File: config.mk
export PLATFORM = sky130hd
export DESIGN_NAME = radio_pwr_fsm
export DESIGN_NICKNAME = d
export VERILOG_FILES = /design/src/rtl/radio_pwr_fsm.sv
export SDC_FILE = /design/constraint.sdc
export NUM_CORES = 1
export LEC_CHECK = 0
export CAP_MARGIN = 25
export CORE_ASPECT_RATIO = 1.1
export CORE_MARGIN = 1.5
export CORE_UTILIZATION = 30
export DETAILED_ROUTE_END_ITERATION = 12
export DONT_BUFFER_PORTS = 1
export SLEW_MARGIN = 20
export SYNTH_ARGS = -nofsm -noshare
export SYNTH_HDL_FRONTEND = slang
export SYNTH_SLANG_ARGS = --single-unit
File: constraint.sdc
create_clock -name clk -period 2.2 [get_ports clk]
set_clock_uncertainty 0.1 [all_clocks]
set_input_delay 0.11 -clock clk [delete_from_list [all_inputs] [get_ports clk]]
set_output_delay 0.11 -clock clk [all_outputs]
set_load 0.02 [all_outputs]
File: src/rtl/radio_pwr_fsm.sv
module radio_pwr_fsm #(
  parameter int SYN_DLY = 8
) (
  input  logic clk,
  input  logic rst_n,
  input  logic pwr_req,
  input  logic osc_en,
  input  logic bb_data,
  input  logic pkt_ctl,
  input  logic rx_en,
  input  logic tx_en,
  input  logic osc_ok,
  output logic osc_pwr,
  output logic rst_rel,
  output logic tx_pwr,
  output logic pa_pwr,
  output logic rx_pwr
);
  localparam int CW = $clog2(SYN_DLY + 1);
  localparam logic [CW-1:0] CMAX = CW'(SYN_DLY);

  typedef enum logic [3:0] {
    S_OFF, S_XO_START, S_XO_HOLD, S_IDLE, S_SLEEP, S_XO_WAKE,
    S_TX_SETTLE, S_TX_SYNC, S_PA_ON, S_TX_RUN, S_PA_OFF,
    S_RX_SETTLE, S_RX_RUN
  } st_t;

  st_t st, nxt;
  logic [6:0] s1, s2, pv;
  logic [CW-1:0] cnt;
  logic defer;

  wire [6:0] raw = {pwr_req, osc_en, bb_data, pkt_ctl, rx_en, tx_en, osc_ok};
  wire [6:0] up = s2 & ~pv;
  wire [6:0] dn = ~s2 & pv;
  wire pwr_s = s2[6];
  wire osc_s = s2[5];
  wire pkt_s = s2[3];
  wire rx_s  = s2[2];
  wire tx_s  = s2[1];
  wire ok_s  = s2[0];
  wire ready = (cnt == CMAX);

  always_ff @(posedge clk or negedge rst_n) begin
    if (!rst_n) begin
      s1 <= '0;
      s2 <= '0;
      pv <= '0;
    end else begin
      s1 <= raw;
      s2 <= s1;
      pv <= s2;
    end
  end

  always_comb begin
    nxt = st;
    case (st)
      S_OFF:       if (pwr_s) nxt = S_XO_START;
      S_XO_START:  if (ok_s) nxt = S_XO_HOLD;
      S_XO_HOLD:   if (osc_s) nxt = S_IDLE;
      S_IDLE: begin
        if (!osc_s) nxt = S_SLEEP;
        else if (defer) begin
          if (rx_s) nxt = S_RX_SETTLE;
        end
        else if (up[1] && !rx_s) nxt = S_TX_SETTLE;
        else if (up[2] && !tx_s) nxt = S_RX_SETTLE;
      end
      S_SLEEP:     if (osc_s) nxt = S_XO_WAKE;
      S_XO_WAKE:   if (ok_s) nxt = S_IDLE;
      S_TX_SETTLE: begin
        if (!tx_s) nxt = S_IDLE;
        else if (ready && up[4] && !pkt_s) nxt = S_TX_SYNC;
      end
      S_TX_SYNC:   if (up[3]) nxt = S_PA_ON;
      S_PA_ON:     nxt = S_TX_RUN;
      S_TX_RUN:    if (dn[3]) nxt = S_PA_OFF;
      S_PA_OFF:    if (!tx_s && cnt != '0) nxt = S_IDLE;
      S_RX_SETTLE: begin
        if (!rx_s) nxt = S_IDLE;
        else if (ready) nxt = S_RX_RUN;
      end
      S_RX_RUN:    if (!rx_s) nxt = S_IDLE;
      default:     nxt = S_OFF;
    endcase
    if (!pwr_s) nxt = S_OFF;
  end

  always_ff @(posedge clk or negedge rst_n) begin
    if (!rst_n) begin
      st    <= S_OFF;
      cnt   <= '0;
      defer <= 1'b0;
    end else begin
      st    <= nxt;
      defer <= (st == S_PA_OFF) && (nxt == S_IDLE) && rx_s;
      if (nxt != st) cnt <= '0;
      else if (!ready) cnt <= cnt + 1'b1;
    end
  end

  assign osc_pwr = (st != S_OFF) && (st != S_SLEEP);
  assign rst_rel = (st != S_OFF) && (st != S_XO_START) && (st != S_XO_HOLD);
  assign pa_pwr  = (st == S_PA_ON) || (st == S_TX_RUN);
  assign tx_pwr  = ((st == S_TX_SETTLE) && ready) || (st == S_TX_SYNC) || pa_pwr ||
                   ((st == S_PA_OFF) && (cnt == '0));
  assign rx_pwr  = ((st == S_RX_SETTLE) && ready) || (st == S_RX_RUN);
endmodule

* Yosys cells after proc, flatten, opt, wreduce, memory -nomap -nowiden
Index checks and enable logic that the tools add are counted.
W data, S select, Z words.
** Word-level totals
- Register bits after elaboration :: 28
- Bits in latches :: 0
- Memory bits (writable) :: 0
- Bits in read-only memories :: 0
- Input port bits :: 9
- Output and inout port bits :: 5
- Word-level logic and storage cells :: 76
- Memories kept :: 0
** Cells by class
- Add/subtract/negate cells :: 1
- Multipliers :: 0
- Divide/modulo/power cells :: 0
- Magnitude comparators :: 0
- Equality and inequality tests :: 19
- Shift-type cells :: 0
- Muxes and demuxes :: 21
- Bitwise logic cells :: 4
- Reduce and logical (&&, ||, !) cells :: 25
** Operators by type and width (number)
- $mux W4 :: 20
- $pmux W4 S13 :: 1
- $eq A4 B4 Y1 const B :: 6
- $eq A4 B3 Y1 const B :: 4
- $logic_and A1 B1 Y1 :: 13
- $eq A4 B2 Y1 const B :: 3
- $logic_not A4 Y1 :: 2
- $reduce_bool A4 Y1 :: 2
- $and A5 B5 Y5 :: 1
- $logic_or A1 B1 Y1 :: 5
- $not A5 Y5 :: 1
- $add A4 B1 Y4 const B :: 1
- $and A4 B4 Y4 :: 1
- $eq A4 B1 Y1 const B :: 1
- $ne A4 B1 Y1 const B :: 1
- $ne A4 B2 Y1 const B :: 1
- $ne A4 B3 Y1 const B :: 1
- $ne A4 B4 Y1 :: 1
- $not A4 Y4 :: 1
- $logic_not A1 Y1 :: 3
- $ne A2 B1 Y1 const B :: 1

* Longest topological paths before layout
- Word-level depth :: 12
- Gate-level depth with buffers :: 9
- Gate-level depth less buffers :: 9

* Worst setup path before layout
Ideal clock, no wire load.
- Path type :: reg-to-reg
- From :: register st[0]
- To :: register cnt[1]
- Setup time :: 0.078 ns
- Arrival :: 2.373 ns
- Data required time :: 2.022 ns
- Setup slack :: -0.351 ns
- Cell stages (with the launch flop) :: 9
- Buffers on the path :: 2
- Period minus slack after synthesis :: 2.551 ns
- Cell sequence :: dfrtp_1 > buf_6 > clkbuf_1 > o32ai_1 > a22oi_1 > a21oi_1 > nor2_1 > a2111oi_2 > a21boi_1
** Between the ends
- Elaborated cells between the ends (all ways) :: 35
- Those cells by class :: 14 x eq/ne; 20 x mux; 1 x reduce/logical
** RTL lines
- start: declaration :: line 28 : st_t st, nxt;
- start signal: assignment :: line 96 : st <= nxt;
- $eq A4 B4 Y1, or another cell as far along :: line 58 : case (st)
- $pmux W4 S13 * :: line 58
- $mux W4 * :: line 87 : if (!pwr_s) nxt = S_OFF;
- named net nxt[2] :: line 28
- $ne A4 B4 Y1 * :: line 98 : if (nxt != st) cnt <= '0;
- $ne A2 B1 Y1 (no source line) / $mux W4 (equally long branches)
- end signal: assignment :: line 99 : else if (!ready) cnt <= cnt + 1'b1;
- end: declaration :: line 30 : logic [CW-1:0] cnt;
Mark *: on every way through the listed nets, which the timed path passes. The rest lies on a longest branch.
A chain may end at the register's enable or synchronous reset.

* Final worst setup path
- From :: register cnt[0]
- To :: register cnt[1]
** Between the ends
- Longest elaborated chain between the ends :: 9
- Elaborated cells between the ends (all ways) :: 17
- Those cells by class :: 1 x add/sub; 3 x eq/ne; 9 x mux; 4 x reduce/logical
** RTL lines
- $eq A4 B4 Y1 :: line 42 : wire ready = (cnt == CMAX);
- $logic_and A1 B1 Y1 (2 in a row) :: line 74 : else if (ready && up[4] && !pkt_s) nxt = S_TX_SYNC;
- $mux W4 :: line 74
- $mux W4 :: line 73 : if (!tx_s) nxt = S_IDLE;
- $pmux W4 S13 :: line 58
- $mux W4 :: line 87
- $ne A4 B4 Y1 :: line 98
- $ne A2 B1 Y1 (no source line) / $mux W4 (equally long branches)
Parallel ways exist; a longest one is shown, timed or not. The select of a mux whose other input is x is not followed.

==> metrics <==
post-synth cell types=53; Final Cycle Share=1.12; Slew Limit Fails=0; Ports=14; vias in the first global route=1426; Setup violations, final=5; initial core utilization=0.320; Static Leak=0.945 nW; clk_lat worst skew=0.26 ns; Slew Limit Headroom=0.700; post-synthesis compound-gate area fraction=0.175; overall power=1.20 mW; WL final=3920 µm; wire per inst=15.4 µm; H-tree levels=1; outcome=finished with violations; DR vias/cell=5.31; area occupied by multi-input gates=751 µm²; violated checks=setup timing; WP buf/inv=1; DRC viols=0; P&R area growth vs syn=46.9%; initial antenna violation count=0; commonest non-fill, non-tap cell in the layout=buf_4; Die W=68.2 µm; worst setup margin=-0.267 ns; largest family of logic cells by synthesized area=simple AND/OR/NAND/NOR gates; gpl congestion=0.941; drt first pass iters=4; Max Cap Violations=0; adder-cell area share of the yosys netlist=0.0178; clock slew at reported path FFs=0.09 ns; CP max stage delay=0.41 ns; Die Height=74.7 µm; Int Power=0.862 mW; worst min-delay path category=in -> async; simple-gate share of the synthesized area=0.252; Critical Path RT=2.30 ns; Syn Std Cell Area=1400 µm²; share of layout cells above drive strength 1=0.378; Yosys warnings=0; FMAX=405 MHz; clock root buffer=clkbuf_8; minimum clock period=2.47 ns; net switching power=0.340 mW; clock sinks=27; Seq pwr share=0.458; syn avg cell area=9.81 µm²; placed wire-length estimate=2870 µm; critical path arrival=2.57 ns; multiplexer share of the synthesized area=0.00714; crit path cell chain=inv_2 > ha_4 > nor3b_4 > o21ai_1 > o31a_2 > a31o_2 > a221o_1 > a2111oi_4 > a21boi_2; initial drt markers=123; design area=2060 µm²; most frequent cells in the layout=buf_4, dfrtp_1, nand2_1; Critical Path Fanout Max=4; FP Rows=25; Worst VDD drop=476 µV; asr flop ratio synth=1.00; Total Nets Final=213; number of CTS-inserted buffers=3; Crit Path Class=reg -> reg; final hold violations=0; PortBufs=0; Clk pwr share=0.224; Core Area=4380 µm²; sequential area share after synthesis=0.482; Setup crit end kind=flip-flop; total gr overflow=0; flops & latches, synth=27; Fillers=413; CTS max path bufs=2; CTS tree=done; Net Sw Frac=0.283; All-Layer GR Usage=0.166; cell family with most CP delay=compound AO/OA/AOI/OAI gates; Slew @ Worst Pin=0.446 ns; antenna viol nets, final=0; combinational share of power=0.318; register area=677 µm²; first-pass GRT wire length=6360 µm; largest net degree at the start of global routing=28; top_reg_cell synth=dfrtp_1; RSZ-0062 raised after global routing=true; PwrDens=583 nW/µm²; Post-Synthesis Cells=143; total number of vias=1353; post-route setup TNS=-1.05 ns; Synth Area in XOR/XNOR=0.0125; Post-synth EDFFs=0; Slowest cell on crit path=a2111oi_4; syn nets=154; die area=5100 µm²; Area after DPL=1780 µm²; critical path launch point type=flip-flop; # diodes=0
==> state kept, by name, summed over array words and instances (netlist names) <==
name / flops
st: 4
s1: 7
s2: 7
pv: 4
defer: 1
cnt: 4
==> per-layer routing <==
layer / wire [µm] / up-vias / global-route usage
li1: - / 628 / -
met1: 1670 / 673 / 0.213
met2: 2000 / 48 / 0.293
met3: 214 / 4 / 0.0179
met4: 34 / 0 / 0.0489
met5: 0 / - / 0
==> power groups by stage <==
stage               sequential (mW)  combinational [mW]  clock [mW]
floorplan                     0.554               0.166           0
global placement              0.555               0.279           0
detailed placement            0.558               0.282           0
CTS                           0.549               0.362       0.283
global route                  0.554               0.409       0.297
finish                        0.550               0.383       0.269
==> worst register-to-register path, stage by stage (launching register included) <==
cell	delay, ns
dfrtp_1	0.40
inv_2	0.09
ha_4	0.14
nor3b_4	0.22
o21ai_1	0.12
o31a_2	0.14
a31o_2	0.21
a221o_1	0.36
a2111oi_4	0.41
a21boi_2	0.22
==> what timing repair did <==
| item | CTS | global route |
|---|---|---|
| pin swaps | 6 | 5 |
| gates resized for setup | 7 | 9 |
| endpoints found under the hold margin | 34 | 0 |
| setup buffers | 8 | 1 |
| endpoints found under the setup margin | 4 | 6 |
| hold buffers | 9 | 0 |
==> final cells by class <==
cell class                      instances  area share
Tap cell                               54      0.0328
Multi-Input combinational cell        101       0.364
Timing Repair Buffer                   60       0.236
Inverter                                9      0.0164
Sequential cell                        27       0.328
Clock buffer                            4      0.0219
==> Yosys cell counts, drive strengths merged, types with 3 or more instances <==
cell / count / area [µm²]
nand3: 8 / 40.0
nor2b: 4 / 25.0
dfrtp: 27 / 676
buf: 5 / 38.8
inv: 9 / 33.8
and3: 4 / 25.0
a21oi: 4 / 20.0
o21ai: 6 / 30.0
nor2: 12 / 45.0
nand2b: 3 / 18.8
nor3: 3 / 25.0
nand2: 14 / 55.1
==> kinds of logic (layout without fill, tap and decap cells) <==
group,count (synthesis),count (layout)
AND/OR/NAND/NOR,63,63
AO/OA/AOI/OAI,33,33
flip-flops,27,27
buffers and inverters,15,73
adder cells (fa/ha/maj),2,2
XOR/XNOR,2,2
multiplexers,1,1
==> metrics by stage <==
stage | utilization | instances | hold slack (ns) | worst slack (ns)
floorplan | - | 143 | -0.286 | -0.0989
global placement | 0.406 | 233 | -0.285 | -0.213
finish | 0.471 | 255 | 0.171 | -0.267
detailed placement | 0.406 | 233 | -0.285 | -0.292
global route | 0.471 | 255 | 0.192 | -0.366
CTS | 0.459 | 254 | 0.174 | -0.291
==> worst paths after layout <==
| path | start | endpoint | slack (ns) | cells after the start |
|---|---|---|---|---|
| hold reg to reg | s1[6]$_DFF_PN0_ | s2[6]$_DFF_PN0_ | 0.25 | 0 |
| min in group clk | s1[6]$_DFF_PN0_ | s2[6]$_DFF_PN0_ | 0.25 | 0 |
| setup / recovery | cnt[0]$_DFFE_PN0P_ | cnt[1]$_DFFE_PN0P_ | -0.27 | 9 |
| hold / removal | rst_n | s2[1]$_DFF_PN0_ | 0.17 | 2 |
| max in group asynchronous | rst_n | st[2]$_DFF_PN0_ | 1.67 | 2 |
| setup reg to reg | cnt[0]$_DFFE_PN0P_ | cnt[1]$_DFFE_PN0P_ | -0.27 | 9 |
Note: power is estimated with default switching activity, not from simulation.
